<file path="src/rtl/zt_sram_pkg.sv">
package zt_sram_pkg;
  // Low address bits of burst beat k, starting from base offset b.
  function automatic logic [1:0] beat_offset(logic [1:0] b, logic [1:0] k, logic ilv);
    beat_offset = ilv ? (b ^ k) : 2'(b + k);
  endfunction
endpackage

</file>
<file path="src/rtl/zt_addr_phase.sv">
module zt_addr_phase
  import zt_sram_pkg::*;
#(
  parameter int ADDR_W = 4
) (
  input  logic              clk,
  input  logic              rst_n,
  input  logic              suspend,
  input  logic              load_n,
  input  logic              chip_sel,
  input  logic              wr_n,
  input  logic [ADDR_W-1:0] addr,
  input  logic              burst_ilv,
  output logic              ph_valid,
  output logic              ph_write,
  output logic [ADDR_W-1:0] ph_addr
);
  localparam int HI_W = ADDR_W - 2;

  logic [HI_W-1:0] hi_q;
  logic [1:0]      base_q;
  logic [1:0]      cnt_q;

  always_ff @(posedge clk or negedge rst_n) begin
    if (!rst_n) begin
      ph_valid <= 1'b0;
      ph_write <= 1'b0;
      hi_q     <= '0;
      base_q   <= '0;
      cnt_q    <= '0;
    end else if (!suspend) begin
      if (!load_n) begin
        if (chip_sel) begin
          ph_valid <= 1'b1;
          ph_write <= !wr_n;
          hi_q     <= addr[ADDR_W-1:2];
          base_q   <= addr[1:0];
          cnt_q    <= 2'd0;
        end else begin
          ph_valid <= 1'b0;
        end
      end else if (ph_valid) begin
        cnt_q <= cnt_q + 2'd1;
      end
    end
  end

  assign ph_addr = {hi_q, beat_offset(base_q, cnt_q, burst_ilv)};
endmodule

</file>
<file path="src/rtl/zt_lane_array.sv">
module zt_lane_array #(
  parameter int ADDR_W = 4,
  parameter int LANES  = 4,
  parameter int LANE_W = 9
) (
  input  logic                    clk,
  input  logic                    wr_en,
  input  logic [LANES-1:0]        lane_wr_n,
  input  logic [ADDR_W-1:0]       waddr,
  input  logic [LANES*LANE_W-1:0] wdata,
  input  logic [ADDR_W-1:0]       raddr,
  output logic [LANES*LANE_W-1:0] rdata
);
  localparam int DEPTH = 1 << ADDR_W;

  for (genvar l = 0; l < LANES; l++) begin : g_lane
    logic [LANE_W-1:0] mem [DEPTH];
    always_ff @(posedge clk) begin
      if (wr_en && !lane_wr_n[l]) mem[waddr] <= wdata[l*LANE_W +: LANE_W];
    end
    assign rdata[l*LANE_W +: LANE_W] = mem[raddr];
  end
endmodule

</file>
<file path="src/rtl/zt_sram.sv">
module zt_sram #(
  parameter int ADDR_W = 4,
  parameter int LANES  = 4,
  parameter int LANE_W = 9
) (
  input  logic                    clk,
  input  logic                    rst_n,
  input  logic                    suspend,
  input  logic                    load_n,
  input  logic                    sel1_n,
  input  logic                    sel2,
  input  logic                    sel3_n,
  input  logic                    wr_n,
  input  logic [LANES-1:0]        byte_wr_n,
  input  logic [ADDR_W-1:0]       addr,
  input  logic                    burst_ilv,
  input  logic                    out_en_n,
  input  logic [LANES*LANE_W-1:0] dq_in,
  output logic [LANES*LANE_W-1:0] dq_out,
  output logic                    dq_drive
);
  localparam int WORD_W = LANES * LANE_W;

  logic              chip_sel;
  logic              ph_valid;
  logic              ph_write;
  logic [ADDR_W-1:0] ph_addr;
  logic              commit;
  logic [WORD_W-1:0] rd_word;

  assign chip_sel = !sel1_n && sel2 && !sel3_n;

  zt_addr_phase #(.ADDR_W(ADDR_W)) u_phase (
    .clk(clk), .rst_n(rst_n), .suspend(suspend), .load_n(load_n),
    .chip_sel(chip_sel), .wr_n(wr_n), .addr(addr), .burst_ilv(burst_ilv),
    .ph_valid(ph_valid), .ph_write(ph_write), .ph_addr(ph_addr)
  );

  // Write data for the in-flight address lands on this edge.
  assign commit = !suspend && ph_valid && ph_write;

  zt_lane_array #(.ADDR_W(ADDR_W), .LANES(LANES), .LANE_W(LANE_W)) u_array (
    .clk(clk), .wr_en(commit), .lane_wr_n(byte_wr_n), .waddr(ph_addr),
    .wdata(dq_in), .raddr(ph_addr), .rdata(rd_word)
  );

  assign dq_drive = ph_valid && !ph_write && !out_en_n;
  assign dq_out   = dq_drive ? rd_word : '0;
endmodule

</file>
<file path="config.mk">
export PLATFORM = sky130hd
export DESIGN_NAME = zt_sram
export DESIGN_NICKNAME = d
export VERILOG_FILES = /design/src/rtl/zt_sram_pkg.sv /design/src/rtl/zt_addr_phase.sv /design/src/rtl/zt_lane_array.sv /design/src/rtl/zt_sram.sv
export SDC_FILE = /design/constraint.sdc
export NUM_CORES = 1
export LEC_CHECK = 0
export BUFFER_PORTS_ARGS = -buffer_cell sky130_fd_sc_hd__buf_2
export CORE_MARGIN = 10
export CORE_UTILIZATION = 55
export DETAILED_ROUTE_END_ITERATION = 16
export MAX_ROUTING_LAYER = met4
export PLACE_DENSITY = 0.75
export SYNTH_ARGS = -nofsm -noshare
export SYNTH_HDL_FRONTEND = slang
export SYNTH_HIERARCHICAL = 1
export SYNTH_SLANG_ARGS = --single-unit
export TNS_END_PERCENT = 5
</file>
<file path="constraint.sdc">
create_clock -name clk -period 2.6 [get_ports clk]
set_input_delay 0.39 -clock clk [delete_from_list [all_inputs] [get_ports clk]]
set_output_delay 0.39 -clock clk [all_outputs]
set_load 0.01 [all_outputs]
</file>
### Word-level counts from Yosys, hierarchy flattened

Memories as Yosys holds them, arrays and structs flattened.
Cells that the tools add are included.

| storage, ports and cells | value |
|---|---|
| input port bits | 54 |
| memories kept | 4 |
| bits in writable memories | 576 |
| register bits | 8 |
| word-level logic and storage cells | 53 |
| output and inout port bits | 37 |

Memories:

| memory | words | bits a word | rd ports | clocked after Yosys merged registers in | wr ports | line | RTL |
|---|---|---|---|---|---|---|---|
| u_array.g_lane[0].mem | 16 | 9 | 1 | 0 | 1 | zt_lane_array.sv:17 | `logic [LANE_W-1:0] mem [DEPTH];` |
| u_array.g_lane[1].mem | 16 | 9 | 1 | 0 | 1 | zt_lane_array.sv:17 |  |
| u_array.g_lane[2].mem | 16 | 9 | 1 | 0 | 1 | zt_lane_array.sv:17 |  |
| u_array.g_lane[3].mem | 16 | 9 | 1 | 0 | 1 | zt_lane_array.sv:17 |  |

| cells by class | value |
|---|---|
| eq/ne operators | 1 |
| reductions and logical operators | 24 |
| add/sub/neg operators | 2 |
| muxes and demuxes | 14 |
| bitwise logic cells | 3 |

Operators with widths:

| operator | count |
|---|---|
| $mux 36 | 1 |
| $logic_and 1x1->1 | 10 |
| $logic_not 1->1 | 10 |
| $mux 1 | 9 |
| $mux 2 | 4 |
| $reduce_and 3->1 | 2 |
| $add 2x1->2 const B | 1 |
| $add 2x2->2 | 1 |
| $ne 2x1->1 const B | 1 |
| $not 1->1 | 2 |
| $reduce_and 2->1 | 1 |
| $reduce_bool 2->1 | 1 |
| $xor 2x2->2 | 1 |

### Logic depth before layout (Yosys ltp)

Gate-level depths: netlist of the first run.

| logic depth | value |
|---|---|
| depth after elaboration | 6 |
| gate-level depth with buffers | 10 |
| depth with buffers taken out | 7 |

### Modules after synthesis

The synthesis of the first run kept the hierarchy.

By module, submodules not included:

| module | cells an instance | times used | area an instance (um2) | seq. area each (um2) |
|---|---|---|---|---|
| zt_lane_array | 977 | 1 | 21886.0 | 17296.6 |
| zt_sram | 50 | 1 | 593.1 | 0.0 |
| zt_addr_phase | 39 | 1 | 392.9 | 200.2 |

### Worst setup path after synthesis of the first run

No wires, ideal clock.

| timing path | value |
|---|---|
| path type | register -> output |
| from | reg u_phase.cnt_q[0] |
| to | out dq_out[18] |
| cell stages (with the launch flop) | 10 |
| arrival time | 2.477 ns |
| data required time | 2.210 ns |
| buffers on the path | 2 |
| slack | -0.267 ns |
| cell sequence | dfrtp_1 -> ha_1 -> nor2b_1 -> xnor2_1 -> buf_2 -> clkbuf_1 -> mux4_2 -> a22oi_1 -> nand2_1 -> nor4bb_1 |

| between the ends | value |
|---|---|
| cells in the longest elaborated chain, start to end | 4 |
| elaborated cells on any way between the ends | 5 |
| those cells by class | add/sub: 1; mux: 2; bitwise: 1; memory: 1 |

Ends and longest elaborated chain:

| item | line | RTL |
|---|---|---|
| from (decl) | zt_addr_phase.sv:22 | `logic [1:0] cnt_q;` |
| from (signal assigned) | zt_addr_phase.sv:43 | `cnt_q <= cnt_q + 2'd1;` |
| $add 2x2->2 | zt_sram_pkg.sv:4 | `beat_offset = ilv ? (b ^ k) : 2'(b + k);` |
| $mux 2 | zt_sram_pkg.sv:4 |  |
| named net ph_addr[1] | zt_sram.sv:27 | `logic [ADDR_W-1:0] ph_addr;` |
| $mem_v2 16x9 | - |  |
| named net rd_word[18] | zt_sram.sv:29 | `logic [WORD_W-1:0] rd_word;` |
| $mux 36 | zt_sram.sv:48 | `assign dq_out = dq_drive ? rd_word : '0;` |
| to (decl) | zt_sram.sv:19 | `output logic [LANES*LANE_W-1:0] dq_out,` |

The timed path passes the listed nets, and every way through them passes these cells.

### Worst setup path after layout of the first run

| timing path | value |
|---|---|
| from | reg u_phase.base_q[0] |
| to | out dq_out[35] |

| between the ends | value |
|---|---|
| cells in the longest elaborated chain, start to end | 4 |
| elaborated cells on any way between the ends | 5 |
| those cells by class | add/sub: 1; mux: 2; bitwise: 1; memory: 1 |

Ends and longest elaborated chain:

| item | line | RTL |
|---|---|---|
| from (decl) | zt_addr_phase.sv:21 | `logic [1:0] base_q;` |
| from (signal assigned) | zt_addr_phase.sv:37 | `base_q <= addr[1:0];` |
| $add 2x2->2 | zt_sram_pkg.sv:4 |  |
| $mux 2 | zt_sram_pkg.sv:4 |  |
| named net ph_addr[1] | zt_sram.sv:27 |  |
| $mem_v2 16x9 | - |  |
| named net rd_word[35] | zt_sram.sv:29 |  |
| $mux 36 | zt_sram.sv:48 |  |

The timed path passes the listed nets, and every way through them passes these cells.

==> impl_metrics.yaml, run 1 <==
cells_and_area:
  layout-drive-gt1-share_pct: 44.7
  final_design_area_no_fill_um2: 28600
  nNetsFinal: 1380
  fill_cells: 2358
  areaGrowthSynthToFinish_pct: 24.9
route:
  first_iter_violations: 1204
  detail_route.wl_per_cell_um: 28.8
  vias_per_cell: 6.32
  num_vias: 12000
  drc: 0
  wl_mm: 54.9
  drtAntennaViolNets: 0
  drt-pass1-iter-count: 5
placement:
  pre_cts_slack_ns: -0.329
  routabilityCongestion: 0.816
  dpl_cell_area_um2: 25300
  dp_hpwl_mm: 31.2
  numPortBuffers: 90
clocking:
  root_buffer: "clkbuf_16"
  clkLatencyLatePin_ns: 0.60
  cts_buffers: 54
  clock_path_buffers: 3
  cts_tree: "done"
  clkSinkCount: 584
  path_clk_slew_ns: 0.06
  h-tree-depth: 2
grt:
  grt_pass1_wl_mm: 79.8
  grt_max_degree: 42
  grt_use_met1_pct: 28.0
  antenna_found_initial: 4
  grt_remaining_overflow: 0
  top_usage_layer: "met2"
  use_met2_pct: 35.7
  grt_pass1_vias: 12500
  use_met3_pct: 3.63
  track_usage_pct: 22.2
synth:
  synthCells: 1066
  synth.cell_area_um2: 22900
  synth_top_area_cell: "edfxtp_1"
  synth_warnings: 6
  yosysMostFrequentCell: "edfxtp_1"
  synth-seq-cells: 584
  synth_commonest_cells: "edfxtp_1, mux4_2, a22oi_1"
  synth_top_area_share_pct: 75.6
  ys.flop_type: "edfxtp_1"
  synth_edf_count: 576
  ys_async_sr_fraction_pct: 1.37
  synth_area_leaders: "edfxtp_1, mux4_2, a22oi_1, nor2_1, nand2_1"
  syn_nets: 1121
  ys_seq_area_share_pct: 76.5
  avgSynthCellArea_um2: 21.5
  ys_types: 33
timing:
  setup_slack_ns: -0.801
  skew_ns: 0.0186
  setup_viol: 514
  tightest_slew_ns: 0.681
  tns_ns: -71.40
  final_hold_viol_count: 0
  fin_crit_sh_pct: 131
  rsz0062_at_grt: "yes"
  slew_viol_final: 0
  clock.fmax_ghz: 0.294
  period_minus_slack_ns: 3.40
  slew_headroom_pct: 54.6
critical_path:
  worstSetupPathType: "reg2out"
  required_ns: 2.21
  r2r_slack_ns: -0.27
  slowest_delay_ns: 0.42
  cp_slowest_cell: "dfrtp_1"
  crit_path_cell_trace: "ha_4 > nor2b_4 > xnor2_4 > buf_12 > buf_16 > buf_4 > mux4_2 > a22oi_2 > nand2_1 > and4bb_2 > buf_2"
  worstSetupEndpointType: "output port"
  cp.arrival_ns: 3.01
  critPathLaunchType: "flip-flop"
  cp_max_fo: 8
floorplan:
  die_x_um: 224
  pin_count: 91
  dieArea_um2: 50100
  rows: 74
  die_h_um: 224
  core-area_um2: 41000
  initial_utilization_pct: 55.8
power_and_ir_drop:
  fin_total_pwr_mw: 26.7
  powerDensity_nw_per_um2: 934
  ir_drop_v: 0.000535
  p_leak_nw: 9.44
run_status:
  violations: "negative setup slack"
  status: "finished, violations left"
run:
  drv_cap: 0
min_path:
  hold_class: "in2reg"
-- stage by stage --
stage | util [%] | hold slack [ns] | std cells
2_1_floorplan | - | 0.0944 | 1066
6_report | 69.7 | 0.0901 | 1905
5_1_grt | 69.7 | 0.0898 | 1904
3_3_place_gp | 61.7 | 0.238 | 1752
3_5_place_dp | 61.7 | 0.242 | 1752
4_1_cts | 68.5 | 0.0479 | 1887
-- power breakdown --
group / total, mW / switching, mW / leakage, nW / internal (mW)
clock network: 7.64 / 3.26 / 0.821 / 4.38
registers: 10.4 / 0.0725 / 5.27 / 10.4
logic: 8.61 / 3.67 / 3.35 / 4.94
total: 26.7 / 7.00 / 9.44 / 19.7
-- critical path: cells and delay by family (launching register included) --
family	cells	cell delay, ns
buf+inv	4	0.62
simple gates	3	0.48
flops	1	0.42
mux	1	0.30
compound gates	1	0.22
fa+ha+maj	1	0.17
xor+xnor	1	0.17
-- kinds of logic after synthesis --
kind of cell | Yosys count | share of synthesized area [%]
buffers and inverters | 67 | 1.68
muxes | 146 | 14.3
xor gates and xnor gates | 2 | 0.0766
AOI/OAI and AO/OA | 77 | 2.53
adders and majority gates | 1 | 0.0547
DFF | 584 | 76.5
and+or+nand+nor | 189 | 4.89
-- repair_timing --
| action | in CTS | in global routing |
|---|---|---|
| hold buffers | 6 | 0 |
| gates cloned | 10 | 6 |
| endpoints found under the hold margin | 13 | 0 |
| endpoints found under the setup margin | 318 | 585 |
| buffers inserted | 21 | 8 |
| pin swaps | 47 | 26 |
| gates resized for setup | 112 | 65 |
-- sequential cells by signal, indices dropped and copies added (netlist names) --
register	flops
u_phase/base_q	2
u_phase/hi_q	2
u_array/g_lane.mem	576
u_phase/cnt_q	2
u_phase/ph_write	1
u_phase/ph_valid	1
-- cell type report --
type	count	area, µm²	share of cell area [%]
Sequential cell	584	17500	61.3
Multi-Input combinational cell	415	5770	20.2
Timing Repair Buffer	270	2920	10.2
Clock buffer	73	1490	5.20
Tap cell	532	666	2.33
Clock inverter	26	220	0.771
Antenna cell	5	12.5	0.0438
-- placed cells by master, fill, tap and decap left out, types with 2 or more instances in the layout --
| cell | netlist | final |
|---|---|---|
| nor4bb_4 | 2 | 26 |
| nand2_2 | 1 | 11 |
| nor2b_1 | 7 | 2 |
| nor2b_4 | 0 | 5 |
| buf_4 | 1 | 66 |
| mux4_2 | 144 | 144 |
| buf_2 | 18 | 82 |
| dlygate4sd3_1 | 0 | 6 |
| dfrtp_1 | 8 | 6 |
| nand2_4 | 0 | 2 |
| a22o_1 | 2 | 2 |
| clkinvlp_4 | 0 | 2 |
| nand3_2 | 0 | 2 |
| buf_6 | 14 | 58 |
| clkinv_1 | 0 | 15 |
| buf_8 | 0 | 2 |
| nor4bb_2 | 11 | 3 |
| a22oi_1 | 72 | 11 |
| nor3b_1 | 3 | 3 |
| and4bb_2 | 7 | 7 |
| bufinv_16 | 0 | 4 |
| clkinv_2 | 0 | 4 |
| nor2_2 | 0 | 10 |
| diode_2 | 0 | 5 |
| buf_12 | 0 | 35 |
| nor2_1 | 68 | 57 |
| nand3_1 | 6 | 4 |
| clkbuf_1 | 31 | 16 |
| nand2_1 | 59 | 47 |
| a22oi_2 | 0 | 61 |
| edfxtp_1 | 576 | 576 |
| nand2b_1 | 5 | 5 |
| buf_16 | 0 | 14 |
| clkbuf_16 | 0 | 63 |
-- layer usage --
layer / vias up / share of wire (%) / wire length, µm
met5: - / 0 / 0
met1: 6321 / 38 / 20800
met3: 122 / 7.3 / 4000
li1: 4994 / - / -
met2: 607 / 51 / 28200
met4: 0 / 3.4 / 1890
-- final timing paths --
kind,end,startpoint,depth (start not counted)
worst max-delay path,dq_out[35],u_phase/base_q[0]$_DFFE_PN0P_,11
worst min-delay path,u_phase/cnt_q[1]$_DFFE_PN0P_,load_n,2
worst max register to register,u_array/g_lane[1].mem[12][5]$_DFFE_PP_,u_phase/base_q[0]$_DFFE_PN0P_,12
worst min register to register,u_phase/base_q[0]$_DFFE_PN0P_,u_phase/base_q[0]$_DFFE_PN0P_,2
max in group asynchronous,u_phase/ph_write$_DFFE_PN0P_,rst_n,2
min in group asynchronous,u_phase/cnt_q[1]$_DFFE_PN0P_,rst_n,2
Power figures use the tool's default switching activity.
==> run 2: changes to the inputs <==
Settings changed: PLACE_DENSITY 0.75 to 0.76.
==> run 2 against run 1 <==
The run still ends with negative setup slack left. Sequential cell count stayed put. Non-clock buffer count is 4 higher. Sequential power hardly changed. Critical path depth did not move. Cell area fell by 0.11%. Cell count rose by 0.47%. Sequential share of layout area is 0.065 points higher. Combinational power is 2% lower.
==> impl_metrics.yaml, run 2 (synthesis gave the netlist of run 1 again) <==
timing:
  clock.fmax_ghz: 0.289
  tightest_slew_ns: 0.655
  slew_viol_final: 0
  setup_viol: 240
  setup_slack_ns: -0.855
  period_minus_slack_ns: 3.46
  rsz0062_at_grt: "yes"
  fin_crit_sh_pct: 133
  skew_ns: 0.0158
  final_hold_viol_count: 0
  slew_headroom_pct: 56.4
  tns_ns: -35.44
route:
  wl_mm: 56.7
  num_vias: 12200
  vias_per_cell: 6.35
  detail_route.wl_per_cell_um: 29.6
  first_iter_violations: 1113
  drt-pass1-iter-count: 6
  drtAntennaViolNets: 0
  drc: 0
cells_and_area:
  largest_register_ffs: 576
  areaGrowthSynthToFinish_pct: 24.8
  regMostFlops: "u_array/g_lane.mem"
  final_common_cell: "edfxtp_1"
  layout-drive-gt1-share_pct: 45.4
  layout_common_cells: "edfxtp_1, mux4_2, buf_4, buf_2, clkbuf_16"
  nNetsFinal: 1387
  final_design_area_no_fill_um2: 28500
  finalNonFillerCells: 1914
  fill_cells: 2355
  fin_util_pct: 69.6
power_and_ir_drop:
  powerDensity_nw_per_um2: 949
  ir_drop_v: 0.000636
  p_leak_nw: 9.48
critical_path:
  cp_max_fo: 6
  r2r-start: "u_phase/cnt_q[0]$_DFFE_PN0P_"
  crit_path_cell_trace: "ha_4 > nor2b_4 > xnor2_4 > buf_6 > buf_12 > buf_6 > mux4_2 > a22oi_1 > nand2_2 > and4bb_2 > buf_2"
  critPathLaunchType: "flip-flop"
  slowest_delay_ns: 0.41
  worst_r2r_path_depth: 12
  r2r-end: "u_array/g_lane[1].mem[9][7]$_DFFE_PP_"
  cp_slowest_cell: "dfrtp_1"
  worstSetupEndpointType: "output port"
  r2r_slack_ns: -0.11
  crit_end: "dq_out[35]"
  cp_common_cell: "buf_6"
  worstSetupPathType: "reg2out"
  cp.arrival_ns: 3.07
  startpoint: "u_phase/cnt_q[0]$_DFFE_PN0P_"
  required_ns: 2.21
grt:
  grt_pass1_vias: 12600
  grt_use_met1_pct: 28.2
  antenna_found_initial: 1
  track_usage_pct: 22.6
  grt_pass1_wl_mm: 81.4
  grt_max_degree: 24
  use_met2_pct: 37.5
  top_usage_layer: "met2"
  grt_remaining_overflow: 0
  use_met3_pct: 3.07
run:
  drv_cap: 0
clocking:
  path_clk_slew_ns: 0.06
  clkLatencyLatePin_ns: 0.61
  clock_path_buffers: 3
  clkSinkCount: 584
  cts_buffers: 57
  cts_tree: "done"
  h-tree-depth: 2
  root_buffer: "clkbuf_16"
floorplan:
  die_h_um: 224
  pin_count: 91
  rows: 74
  dieArea_um2: 50100
  initial_utilization_pct: 55.8
  die_x_um: 224
  core-area_um2: 41000
run_status:
  violations: "negative setup slack"
  status: "finished, violations left"
placement:
  dp.cells: 1759
  numPortBuffers: 90
  dp_hpwl_mm: 31.7
  routabilityCongestion: 0.821
  dpl_cell_area_um2: 25300
min_path:
  min_path_cells: 2
  hold_class: "in2reg"
-- run 2: worst min-delay path by stage --
stage                 from                       endpoint  slack (ns)
floorplan            rst_n  u_phase/base_q[0]$_DFFE_PN0P_        0.09
global placement     rst_n   u_phase/ph_write$_DFFE_PN0P_        0.24
detailed placement   rst_n   u_phase/ph_write$_DFFE_PN0P_        0.24
CTS                 load_n   u_phase/cnt_q[1]$_DFFE_PN0P_        0.05
global route        load_n   u_phase/cnt_q[0]$_DFFE_PN0P_         0.1
finish              load_n   u_phase/cnt_q[1]$_DFFE_PN0P_        0.09
-- run 2: repair_timing --
item	in CTS	in global routing
setup endpoints to repair	450	468
pin swaps	53	37
cloned	12	4
setup buffers	16	10
resized for setup	95	56
endpoints found under the hold margin	13	0
hold buffers	6	0
-- run 2: critical path, delay by kind of cell (launching register included) --
kind / cells / cell delay (ns)
flops: 1 / 0.41
buf+inv: 4 / 0.61
xor+xnor: 1 / 0.20
mux: 1 / 0.31
simple gates: 3 / 0.48
fa+ha+maj: 1 / 0.16
compound gates: 1 / 0.27
-- run 2: where the power goes --
part,switching [mW],internal [mW],total [mW]
clock network,3.41,4.82,8.23
registers,0.0636,10.4,10.4
logic,3.69,4.72,8.42
-- run 2: per-stage QoR --
stage / hold slack (ns) / worst slack (ns) / power, mW
2_1_floorplan: 0.0944 / -0.00848 / 14.9
3_3_place_gp: 0.238 / -0.245 / 16.8
3_5_place_dp: 0.243 / -0.271 / 16.9
4_1_cts: 0.0549 / -0.788 / 26.7
5_1_grt: 0.0974 / -0.912 / 28.0
6_report: 0.0877 / -0.855 / 27.1
-- run 2: metal layers --
layer	routed length, µm	part of all wire [%]	vias up
met2	29700	52	618
li1	-	-	5023
met4	1790	3.2	0
met1	21100	37	6396
met3	4070	7.2	116
met5	0	0	-
-- run 2: layout make-up --
type                            count  area, µm²  area share [%]
Tap cell                          532        666            2.33
Multi-Input combinational cell    415       5730            20.1
Antenna cell                        2       5.00          0.0175
Clock inverter                     42        382            1.34
Sequential cell                   584      17500            61.3
Timing Repair Buffer              274       2760            9.65
Clock buffer                       65       1500            5.25
